--- src/rtl/serCtrlPkg.sv ---
package serCtrlPkg;
  localparam int WORD_W = 16;
  localparam int DATA_W = WORD_W - 1;

  typedef struct packed {
    logic shiftPulse;
    logic shiftBit;
    logic latchPulse;
  } serStrobe_t;

  typedef struct packed {
    logic       rxSense;
    logic       txSense;
    logic       synSense;
    logic [1:0] rxDivMode;
    logic       txDivMode;
    logic       bandSense;
    logic       pinCtrlSel;
    logic [1:0] pumpTest;
    logic       slicerEn;
    logic       sFieldMode;
    logic       pfdSense;
    logic       refSel;
  } setupFields_t;

  typedef struct packed {
    logic [4:0] aCount;
    logic       mSel;
    logic [8:0] pwrEn;
  } modeFields_t;

  localparam int SETUP_FIELD_W = $bits(setupFields_t);
  localparam int MODE_FIELD_W  = $bits(modeFields_t);
endpackage

--- src/rtl/serCtrlSync.sv ---
module serCtrlSync
  import serCtrlPkg::*;
#(
  parameter int SYNC_STAGES = 2
) (
  input  logic       clk,
  input  logic       rstN,
  input  logic       serClk,
  input  logic       serData,
  input  logic       serLatch,
  output serStrobe_t strb
);
  localparam int TOP = SYNC_STAGES - 1;

  logic [TOP:0] clkSync;
  logic [TOP:0] dataSync;
  logic [TOP:0] latchSync;
  logic         clkPrev;
  logic         latchPrev;

  generate
    if (SYNC_STAGES == 1) begin : g_single
      always_ff @(posedge clk or negedge rstN) begin
        if (!rstN) begin
          clkSync   <= '0;
          dataSync  <= '0;
          latchSync <= '0;
        end else begin
          clkSync   <= serClk;
          dataSync  <= serData;
          latchSync <= serLatch;
        end
      end
    end else begin : g_chain
      always_ff @(posedge clk or negedge rstN) begin
        if (!rstN) begin
          clkSync   <= '0;
          dataSync  <= '0;
          latchSync <= '0;
        end else begin
          clkSync   <= {clkSync[TOP-1:0], serClk};
          dataSync  <= {dataSync[TOP-1:0], serData};
          latchSync <= {latchSync[TOP-1:0], serLatch};
        end
      end
    end
  endgenerate

  always_ff @(posedge clk or negedge rstN) begin
    if (!rstN) begin
      clkPrev   <= 1'b0;
      latchPrev <= 1'b0;
      strb      <= '0;
    end else begin
      clkPrev         <= clkSync[TOP];
      latchPrev       <= latchSync[TOP];
      strb.shiftPulse <= clkSync[TOP] & ~clkPrev;
      strb.shiftBit   <= dataSync[TOP];
      strb.latchPulse <= latchSync[TOP] & ~latchPrev;
    end
  end

  AST_SHIFT_SINGLE: assert property (@(posedge clk) disable iff (!rstN)
    strb.shiftPulse |=> !strb.shiftPulse);
  AST_LATCH_SINGLE: assert property (@(posedge clk) disable iff (!rstN)
    strb.latchPulse |=> !strb.latchPulse);
endmodule

--- src/rtl/serCtrlRegs.sv ---
module serCtrlRegs
  import serCtrlPkg::*;
(
  input  logic         clk,
  input  logic         rstN,
  input  serStrobe_t   strb,
  output setupFields_t setupF,
  output modeFields_t  modeF,
  output logic         setupLoaded
);
  logic [WORD_W-1:0] shiftReg;
  logic [DATA_W-1:0] setupReg;
  logic [DATA_W-1:0] modeReg;
  logic              toMode;
  logic              toSetup;

  assign toMode  = strb.latchPulse &  shiftReg[0];
  assign toSetup = strb.latchPulse & ~shiftReg[0];

  always_ff @(posedge clk or negedge rstN) begin
    if (!rstN) begin
      shiftReg <= '0;
    end else if (strb.shiftPulse) begin
      shiftReg <= {shiftReg[WORD_W-2:0], strb.shiftBit};
    end
  end

  always_ff @(posedge clk or negedge rstN) begin
    if (!rstN) begin
      setupReg    <= '0;
      modeReg     <= '0;
      setupLoaded <= 1'b0;
    end else begin
      if (toMode) begin
        modeReg <= shiftReg[WORD_W-1:1];
      end
      if (toSetup) begin
        setupReg    <= shiftReg[WORD_W-1:1];
        setupLoaded <= 1'b1;
      end
    end
  end

  assign setupF = setupFields_t'(setupReg[SETUP_FIELD_W-1:0]);
  assign modeF  = modeFields_t'(modeReg[MODE_FIELD_W-1:0]);

  AST_MODE_HOLD: assert property (@(posedge clk) disable iff (!rstN)
    !toMode |=> $stable(modeReg));
  AST_SETUP_HOLD: assert property (@(posedge clk) disable iff (!rstN)
    !toSetup |=> $stable(setupReg));
  AST_MODE_LOAD: assert property (@(posedge clk) disable iff (!rstN)
    toMode |=> modeReg == $past(shiftReg[WORD_W-1:1]));
  AST_SETUP_LOAD: assert property (@(posedge clk) disable iff (!rstN)
    toSetup |=> setupReg == $past(shiftReg[WORD_W-1:1]));
  AST_LOADED_SET: assert property (@(posedge clk) disable iff (!rstN)
    toSetup |=> setupLoaded);
  AST_LOADED_STICKY: assert property (@(posedge clk) disable iff (!rstN)
    setupLoaded |=> setupLoaded);
endmodule

--- src/rtl/serCtrlPort.sv ---
module serCtrlPort
  import serCtrlPkg::*;
#(
  parameter int SYNC_STAGES = 2
) (
  input  logic       clk,
  input  logic       rstN,
  input  logic       serClk,
  input  logic       serData,
  input  logic       serLatch,
  output logic       rxSense,
  output logic       txSense,
  output logic       synSense,
  output logic [1:0] rxDivMode,
  output logic       txDivMode,
  output logic       bandSense,
  output logic       pinCtrlSel,
  output logic [1:0] pumpTest,
  output logic       slicerEn,
  output logic       sFieldMode,
  output logic       pfdSense,
  output logic       refSel,
  output logic       setupLoaded,
  output logic [4:0] aCount,
  output logic       mSel,
  output logic [8:0] pwrEn
);
  serStrobe_t   strb;
  setupFields_t setupF;
  modeFields_t  modeF;

  serCtrlSync #(.SYNC_STAGES(SYNC_STAGES)) u_sync (
    .clk      (clk),
    .rstN     (rstN),
    .serClk   (serClk),
    .serData  (serData),
    .serLatch (serLatch),
    .strb     (strb)
  );

  serCtrlRegs u_regs (
    .clk         (clk),
    .rstN        (rstN),
    .strb        (strb),
    .setupF      (setupF),
    .modeF       (modeF),
    .setupLoaded (setupLoaded)
  );

  assign rxSense    = setupF.rxSense;
  assign txSense    = setupF.txSense;
  assign synSense   = setupF.synSense;
  assign rxDivMode  = setupF.rxDivMode;
  assign txDivMode  = setupF.txDivMode;
  assign bandSense  = setupF.bandSense;
  assign pinCtrlSel = setupF.pinCtrlSel;
  assign pumpTest   = setupF.pumpTest;
  assign slicerEn   = setupF.slicerEn;
  assign sFieldMode = setupF.sFieldMode;
  assign pfdSense   = setupF.pfdSense;
  assign refSel     = setupF.refSel;
  assign aCount     = modeF.aCount;
  assign mSel       = modeF.mSel;
  assign pwrEn      = modeF.pwrEn;
endmodule

--- config.mk ---
export PLATFORM = sky130hd
export DESIGN_NAME = serCtrlPort
export DESIGN_NICKNAME = d
export VERILOG_FILES = /design/src/rtl/serCtrlPkg.sv /design/src/rtl/serCtrlSync.sv /design/src/rtl/serCtrlRegs.sv /design/src/rtl/serCtrlPort.sv
export SDC_FILE = /design/constraint.sdc
export NUM_CORES = 1
export LEC_CHECK = 0
export BUFFER_PORTS_ARGS = -buffer_cell sky130_fd_sc_hd__buf_2
export CORE_MARGIN = 10
export CORE_UTILIZATION = 49
export DETAILED_ROUTE_END_ITERATION = 12
export PLACE_DENSITY_LB_ADDON = 0.12
export SETUP_SLACK_MARGIN = 0.2
export SLEW_MARGIN = 5
export SYNTH_ARGS = -nofsm -noshare
export SYNTH_HDL_FRONTEND = slang
export SYNTH_HIERARCHICAL = 1
export SYNTH_SLANG_ARGS = --single-unit
--- constraint.sdc ---
create_clock -name clk -period 1.1 [get_ports clk]
set_input_delay 0.22 -clock clk [delete_from_list [all_inputs] [get_ports clk]]
set_output_delay 0.22 -clock clk [all_outputs]
set_load 0.02 [all_outputs]
== After elaboration in Yosys (flattened, before gate mapping) ==
Index checks and enable logic that the tools add are counted.
W data, S select, Z words.

* Flip-flop bits (word level): 57
* Word-level logic and storage cells: 19
* Bits of input ports: 5
* Output and inout bits: 30

* Bitwise logic cells: 7

{| class="wikitable"
|+ Operators with widths
! kind !! count
|-
| $and A1 B1 Y1 || 4
|-
| $not A1 Y1 || 3
|}

== Longest topological paths before layout ==
Gate-level depths: netlist of run 1.

* Word-level depth: 2
* Depth in mapped cells: 4

== By module ==
Netlist of run 1, hierarchy kept.

{| class="wikitable"
|+ By module, submodules not included
! module !! sequential area each (um^2) !! cells each !! area each (um^2) !! instances
|-
| serCtrlRegs || 1151.1 || 99 || 1762.9 || 1
|-
| serCtrlSync || 275.3 || 13 || 302.8 || 1
|}

== Least setup slack after synthesis of run 1 ==
Ideal clock, no wire load.

* Path type: register to register
* Start: reg u_regs.shiftReg[0]
* End: reg u_regs.setupReg[1]
* Cell stages (with the launch flop): 5
* Arrival: 1.076 ns
* Required time: 0.975 ns
* Slack: -0.101 ns
* Buffers on the path: 2
* Period minus slack after synthesis: 1.201 ns
* Library setup time: 0.125 ns
* Cell sequence: dfrtp_1 -> nor2b_1 -> buf_6 -> buf_12 -> mux2_4

* Word-level cells in the longest chain between the ends: 2

{| class="wikitable"
|+ RTL lines
! element !! RTL line !! source
|-
| start: declaration || serCtrlRegs.sv:11 || <nowiki>logic [WORD_W-1:0] shiftReg;</nowiki>
|-
| start signal: assignment || serCtrlRegs.sv:24 || <nowiki>shiftReg <= {shiftReg[WORD_W-2:0], strb.shiftBit};</nowiki>
|-
| $not A1 Y1 || serCtrlRegs.sv:18 || <nowiki>assign toSetup = strb.latchPulse & ~shiftReg[0];</nowiki>
|-
| $and A1 B1 Y1 || serCtrlRegs.sv:18 ||
|-
| end signal: assignment || serCtrlRegs.sv:38 || <nowiki>setupReg <= shiftReg[WORD_W-1:1];</nowiki>
|-
| end: declaration || serCtrlRegs.sv:12 || <nowiki>logic [DATA_W-1:0] setupReg;</nowiki>
|}

No other way between the ends.
A chain may end at the register's enable or synchronous reset.

== Final worst setup path of run 1 ==
* Start: reg u_regs.shiftReg[0]
* End: reg u_regs.setupReg[6]

The elaborated chain is that of the path after synthesis.

==> reports/metrics.yaml, run 1 <==
global_route:
  grt_pass1_vias: 1354
  grt_max_degree: 58
  grt_pass1_wl_um: 7220
  antenna_found_initial: 0
  grtUsageTotal: 0.129
  grt_overflow: 0
clock_network:
  clockBufferDepth: 2
  tritoncts: "yes"
  clock_sinks: 57
  cts.clk_slew.worst_paths_ps: 60
  worstSkewPairLatency_ps: 330
  cts-htree-levels: 3
  clockRootBuffer: "clkbuf_8"
  cts_buffers: 9
timing:
  rsz0062_at_grt: "yes"
  tightest_slew_ps: 290
  timing.final.ws_setup_ps: -90.7
  fin_skew_ps: 10.6
  finalHoldViolCount: 0
  final_max_slew_viol_count: 0
  relSlewSlack: 0.807
  post-route-period-util: 1.08
  max_clock_freq_mhz: 840
  min_period_ps: 1190
  setup_violations: 30
yosys:
  yosysTopAreaCell: "dfrtp_1"
  syn-cell-area_sq_um: 2070
  synth_area_leaders: "dfrtp_1, mux2_2, mux2_4"
  syn_area_per_cell_sq_um: 18.4
  ys_types: 10
  synth-seq-cells: 57
  yosysWarnings: 6
  ys_seq_area_frac: 0.690
  synth_nets: 117
  netlist.area_leader.share: 0.690
  synth_cells: 112
die:
  initial_core_util: 0.513
  num_rows: 23
  die_x_um: 84.9
  dieArea_sq_um: 7210
  die_h_um: 84.9
  ioPinCount: 35
  core-area_sq_um: 4030
route:
  firstDrtPassIters: 4
  drc: 0
  wirelength_um: 4400
  wl_per_cell_um: 18.3
  via_per_inst: 4.87
  ant_nets: 0
  vias: 1169
  dr.first_iter.drc_count: 33
place:
  gp_congestion: 0.669
  place_hpwl_um: 2480
  dpl_worst_slack_ps: -117
  placedInstanceArea_sq_um: 2390
  port_buffers: 34
final_layout:
  drive_gt1_frac: 0.679
  diodes: 0
  syn_to_final_growth_pct: 49.1
  ff_latch_area_sq_um: 1430
  stdcell_area_sq_um: 3080
  final_common_cell: "dfrtp_1"
  layout_common_cells: "dfrtp_1, mux2_4, buf_6, buf_4, clkbuf_8"
  utilization: 0.764
  multiInputGateArea_sq_um: 724
  fillers: 231
  finalNetCount: 193
critical_path:
  cp.arrival_ps: 1400
  end_kind: "flip-flop"
  cp_max_fo: 8
  required_ps: 1310
  critPathKind: "reg -> reg"
  cp-start-kind: "flip-flop"
pwr:
  power_density_nw_per_um2: 2770
  ir_drop_mv: 1.49
  p_leak_nw: 1.56
worst_hold_path:
  min_path_type: "reg -> reg"
outcome:
  status: "finished with violations"
  violations: "setup timing"
flow_run:
  drv_cap: 0
==> metrics by stage <==
stage	setup TNS (ps)	instances	hold WS [ps]	power, mW
after floorplan	-1210	112	-75.6	4.73
after global placement	-827	197	238	5.45
after detailed placement	-1450	197	240	5.55
after CTS	-1590	234	347	8.44
after global routing	-2520	240	355	8.97
final	-1610	240	345	8.53
==> path summary, 6_finish.rpt <==
| kind | endpoint | depth (start not counted) | from | slack (ps) |
|---|---|---|---|---|
| min reg2reg | u_sync/clkSync[1] | 0 | u_sync/clkSync[0] | 340 |
| max reg2reg | u_regs/setupReg[6] | 3 | u_regs/shiftReg[0] | -90 |
| min | u_sync/clkSync[1] | 0 | u_sync/clkSync[0] | 340 |
| min in group asynchronous | u_regs/modeF[1] | 3 | rstN | 420 |
| max | u_regs/setupReg[6] | 3 | u_regs/shiftReg[0] | -90 |
| max in group asynchronous | u_sync/strb[2] | 3 | rstN | 420 |
==> synth_stat cells <==
cell / count
buf_12: 1
buf_2: 2
buf_6: 2
dfrtp_1: 57
mux2_2: 36
mux2_4: 9
nand2_2: 1
nor2b_1: 1
nor2b_4: 2
or2_2: 1
==> what timing repair did <==
| action | in CTS | in global routing |
|---|---|---|
| resized for setup | 85 | 2 |
| setup endpoints to repair | 76 | 76 |
| hold buffers | 4 | 0 |
| hold endpoints to repair | 60 | 0 |
| gates cloned | 0 | 1 |
| buffers inserted | 20 | 5 |
==> where the power goes <==
part / switching (mW) / internal, mW
Sequential: 0.624 / 2.82
Clock: 0.721 / 0.836
Combinational: 1.25 / 2.27
Total: 2.60 / 5.93
==> registers in the layout, indices dropped and copies added, names as in the netlist, 2 cells and up <==
register	count
u_sync/clkSync	2
u_regs/shiftReg	16
u_sync/strb	3
u_regs/setupReg	14
u_regs/modeF	15
u_sync/latchSync	2
u_sync/dataSync	2
==> critical path, stage by stage (launching register included) <==
cell     delay [ps]
dfrtp_2         440
nor2b_4         150
buf_6           170
mux2_4          310
==> area by class of cell <==
type	instances	area share
Timing Repair Buffer	70	0.232
Tap cell	50	0.0203
Multi-Input combinational cell	50	0.235
Clock inverter	1	0.00163
Sequential cell	57	0.464
Clock buffer	12	0.0471
==> routing by layer <==
metal / track usage / share of wire / vias to the layer above
li1: - / - / 532
met1: 0.148 / 0.43 / 597
met2: 0.201 / 0.51 / 33
met3: 0.0535 / 0.049 / 7
met4: 0.0674 / 0.018 / 0
met5: 0 / 0 / -
==> kinds of logic after synthesis <==
logic type | count (synthesis) | share of synthesized area
DFF | 57 | 0.690
muxes | 45 | 0.262
and+or+nand+nor | 5 | 0.0224
buffers and inverters | 5 | 0.0254
Power figures use the tool's default switching activity.
==> run 2, diff against run 1 <==
CORE_ASPECT_RATIO = 1.25   (was default)
clock period = 0.95 ns   (was 1.1 ns; I/O delays follow)
==> run 2 against run 1 <==
Effect of this change:
- the run still ends with setup timing left
- routed wire length is 5.6% lower
- critical path depth stayed put
- combinational power is 15% higher
- clock power is 26% higher
- sequential power is 15% higher
- utilization is 0.67 points lower
- global-route usage is 0.35 points lower
- worst hold slack better by 5.5 ps
- critical path type unchanged
- largest power group unchanged
- first-iteration DRC count is 110% higher
- sequential cell count stayed put
- sequential share of layout area is 0.10 points lower
- die area is 0.23% higher
==> reports/metrics.yaml, run 2 (same netlist as run 1, synthesis figures left out) <==
outcome:
  status: "finished with violations"
  violations: "setup timing"
clock_network:
  cts-htree-levels: 3
  worstSkewPairLatency_ps: 330
  tritoncts: "yes"
  clockRootBuffer: "clkbuf_8"
  clockBufferDepth: 2
  cts.clk_slew.worst_paths_ps: 60
  clock_sinks: 57
  cts_buffers: 9
critical_path:
  cp_num_buf_inv: 1
  ff2ff_setup_slack_ps: -220
  path_cells: "nor2b_4 -> buf_6 -> mux2_4"
  cp-start-kind: "flip-flop"
  critPathKind: "reg -> reg"
  required_ps: 1160
  critPathTopFamily: "flip-flops"
  critPathMaxStageDelay_ps: 420
  slowest_stage: "dfrtp_1"
  cp.arrival_ps: 1380
  cp_max_fo: 8
  end_kind: "flip-flop"
  worstRegToRegCells: 3
  worst_r2r_endpoint: "u_regs/setupReg[2]"
  timing.rr.start: "u_regs/shiftReg[0]"
place:
  dp_cells: 204
  place_hpwl_um: 2370
  gp_congestion: 0.704
  port_buffers: 34
global_route:
  grt_overflow: 0
  grt_pass1_wl_um: 6980
  grt_use_met3: 0.0513
  antenna_found_initial: 0
  gr-max-usage-layer: "met2"
  grt_util_met1: 0.142
  grt_max_degree: 58
  grtUsageTotal: 0.125
  grtUsageMet2: 0.195
  grt_pass1_vias: 1340
pwr:
  total_power_mw: 9.97
  ir_drop_mv: 1.48
  power_density_nw_per_um2: 3240
  p_leak_nw: 1.56
timing:
  finalHoldViolCount: 0
  timing.final.ws_setup_ps: -222
  min_period_ps: 1170
  relSlewSlack: 0.801
  post-route-period-util: 1.23
  fin_skew_ps: 7.32
  setup_violations: 76
  hold_ws_ps: 350
  tightest_slew_ps: 298
  final_max_slew_viol_count: 0
  max_clock_freq_mhz: 853
  rsz0062_at_grt: "yes"
die:
  core-area_sq_um: 4070
  die_x_um: 78.1
  ioPinCount: 35
  initial_core_util: 0.508
  die_h_um: 92.6
  num_rows: 26
  dieArea_sq_um: 7230
route:
  drc: 0
  ant_nets: 0
  wirelength_um: 4150
  wl_per_cell_um: 16.4
  vias: 1191
  dr.first_iter.drc_count: 70
  firstDrtPassIters: 2
  via_per_inst: 4.71
final_layout:
  largest_reg_flops: 16
  fillers: 239
  finalNetCount: 197
  diodes: 0
  final_common_cell: "dfrtp_1"
  finalNonFillerCells: 253
  syn_to_final_growth_pct: 49.1
  largest-register: "u_regs/shiftReg"
  drive_gt1_frac: 0.680
  layout_common_cells: "dfrtp_1, mux2_4, buf_6, buf_4, mux2_2"
flow_run:
  drv_cap: 0
worst_hold_path:
  whs_path_depth: 0
  min_to: "u_sync/latchSync[1]"
  worstHoldStart: "u_sync/latchSync[0]"
  min_path_type: "reg -> reg"
run 2: repair_timing:
action / CTS / global route
resized for setup: 70 / 4
pin swaps: 0 / 1
endpoints found under the setup margin: 76 / 76
buffers inserted: 21 / 8
hold endpoints to repair: 60 / 0
hold buffers: 4 / 0
run 2: routing by layer:
metal / vias to the layer above / share of wire
met5: - / 0
met4: 0 / 0.016
met3: 6 / 0.055
met2: 29 / 0.51
met1: 615 / 0.41
li1: 541 / -
run 2: worst reg2reg max path, stage by stage (launching register included):
cell and delay [ps]:
dfrtp_1 420, nor2b_4 150, buf_6 170, mux2_4 320
run 2: worst max path at each step:
stage	to	slack [ps]	startpoint	cells after the start
finish	u_regs/setupReg[2]	-220	u_regs/shiftReg[0]	3
global route	u_regs/setupReg[2]	-260	u_regs/shiftReg[0]	3
CTS	u_regs/setupReg[2]	-210	u_regs/shiftReg[0]	3
detailed placement	u_regs/setupReg[0]	-260	u_regs/shiftReg[0]	3
global placement	u_regs/setupReg[0]	-230	u_regs/shiftReg[0]	3
floorplan	u_regs/setupReg[1]	-230	u_regs/shiftReg[0]	4
run 2: cell type report:
cell class / instances / area, sq um / share of cell area
Sequential cell: 57 / 1430 / 0.463
Timing Repair Buffer: 74 / 726 / 0.236
Multi-Input combinational cell: 50 / 684 / 0.222
Clock buffer: 13 / 159 / 0.0516
Tap cell: 56 / 70.1 / 0.0227
Clock inverter: 3 / 15.0 / 0.00487
run 2: where the power goes:
group	internal, mW	switching, mW	total (mW)
Clock	1.08	0.880	1.96
Combinational	2.62	1.42	4.05
Sequential	3.26	0.714	3.97
run 2: per-stage QoR:
| step | TNS (ps) | utilization | instance area [sq um] | worst slack (ps) |
|---|---|---|---|---|
| finish | -8850 | 0.758 | 3080 | -222 |
| global route | -11380 | 0.758 | 3080 | -257 |
| CTS | -9360 | 0.739 | 3010 | -208 |
| detailed placement | -5750 | 0.592 | 2410 | -260 |
| global placement | -5140 | 0.592 | 2410 | -225 |
| floorplan | -5700 | - | 2130 | -229 |
==> run 3, diff against run 2 <==
RECOVER_POWER = 25   (was default)
==> run 3 against run 2 <==
Effect of this change:
- the run still ends with setup timing left
- utilization decreased by 0.52 points
- worst hold slack unchanged
- critical path type unchanged
- critical endpoint unchanged
- maximum frequency about the same
==> reports/metrics.yaml, run 3 (same netlist as run 1, synthesis figures left out) <==
pwr:
  power_density_nw_per_um2: 3260
  total_power_mw: 9.96
  ir_drop_mv: 1.47
  p_leak_nw: 1.55
clock_network:
  clockRootBuffer: "clkbuf_8"
  cts.clk_slew.worst_paths_ps: 60
  worstSkewPairLatency_ps: 330
  clock_sinks: 57
  clockBufferDepth: 2
  tritoncts: "yes"
  cts_buffers: 9
  cts-htree-levels: 3
timing:
  max_clock_freq_mhz: 853
  finalHoldViolCount: 0
  timing.final.ws_setup_ps: -222
  final_max_slew_viol_count: 0
  min_period_ps: 1170
  post-route-period-util: 1.23
  tightest_slew_ps: 496
  setup_violations: 76
  relSlewSlack: 0.669
  fin_skew_ps: 7.33
  rsz0062_at_grt: "yes"
route:
  via_per_inst: 4.70
  ant_nets: 0
  wirelength_um: 4150
  vias: 1190
  dr.first_iter.drc_count: 70
  drc: 0
  firstDrtPassIters: 2
  wl_per_cell_um: 16.4
die:
  dieArea_sq_um: 7230
  die_x_um: 78.1
  die_h_um: 92.6
  core-area_sq_um: 4070
  initial_core_util: 0.508
  num_rows: 26
  ioPinCount: 35
final_layout:
  largest_reg_flops: 16
  final_common_cell: "dfrtp_1"
  finalNonFillerCells: 253
  utilization: 0.752
  largest-register: "u_regs/shiftReg"
  layout_common_cells: "dfrtp_1, buf_6, mux2_4, buf_4, mux2_2"
  diodes: 0
  finalNetCount: 197
  syn_to_final_growth_pct: 48.1
  drive_gt1_frac: 0.675
global_route:
  grt_pass1_wl_um: 6980
  antenna_found_initial: 0
  grt_overflow: 0
  grtUsageTotal: 0.125
  grt_pass1_vias: 1340
  grt_max_degree: 58
flow_run:
  drv_cap: 0
outcome:
  violations: "setup timing"
  status: "finished with violations"
place:
  port_buffers: 34
  gp_congestion: 0.704
  dp_cells: 204
  place_hpwl_um: 2370
critical_path:
  critPathKind: "reg -> reg"
  cp_max_fo: 8
  cp.arrival_ps: 1380
  cp-start-kind: "flip-flop"
  required_ps: 1160
  end_kind: "flip-flop"
worst_hold_path:
  min_path_type: "reg -> reg"
==> run 3: cell counts in the layout (fill, tap and decap cells not counted) <==
Identical to the previous run, type by type.
==> run 3: worst paths after layout <==
kind,slack [ps],cells past startpoint,from,endpoint
min,350,0,u_sync/latchSync[0],u_sync/latchSync[1]
max in group asynchronous,130,3,rstN,u_regs/modeF[10]
max,-220,3,u_regs/shiftReg[0],u_regs/setupReg[2]
max reg2reg,-220,3,u_regs/shiftReg[0],u_regs/setupReg[2]
min in group asynchronous,450,3,rstN,u_regs/modeF[4]
min reg2reg,350,0,u_sync/latchSync[0],u_sync/latchSync[1]
==> run 3: cell type report <==
class | count | area, sq um
Clock buffer | 13 | 159
Timing Repair Buffer | 74 | 717
Sequential cell | 57 | 1430
Tap cell | 56 | 70.1
Clock inverter | 3 | 15.0
Fill cell | 245 | 1010
Multi-Input combinational cell | 50 | 672
==> run 3: report_power, final <==
part	leakage, nW	internal [mW]	total, mW	switching (mW)
clock network	0.0932	1.08	1.96	0.880
registers	0.709	3.26	3.97	0.711
logic	0.747	2.61	4.04	1.42
==> run 3: worst max-delay path: stages (launching register included) <==
cell     delay (ps)
dfrtp_1         420
nor2b_4         150
buf_6           170
mux2_4          310
==> run 3: per-stage QoR <==
step	worst slack, ps	TNS, ps	hold WS, ps	instance area, sq um
6_report	-222	-8840	350	3060
4_1_cts	-208	-9360	355	3010
3_5_place_dp	-260	-5750	211	2410
2_1_floorplan	-229	-5700	-106	2130
5_1_grt	-257	-11380	367	3060
3_3_place_gp	-225	-5140	205	2410
==> run 3: per-layer routing <==
metal | global-route usage | up-vias | share of wire
met5 | 0 | - | 0
met4 | 0.0719 | 0 | 0.016
met3 | 0.0513 | 6 | 0.055
met2 | 0.195 | 29 | 0.51
met1 | 0.142 | 614 | 0.41
li1 | - | 541 | -
==> run 3: repair_timing <==
item / 4_1_cts / 5_1_grt
endpoints found under the hold margin: 60 / 0
pin swaps: 0 / 1
resized for setup: 70 / 4
hold buffers: 4 / 0
setup buffers: 21 / 8
setup endpoints to repair: 76 / 76
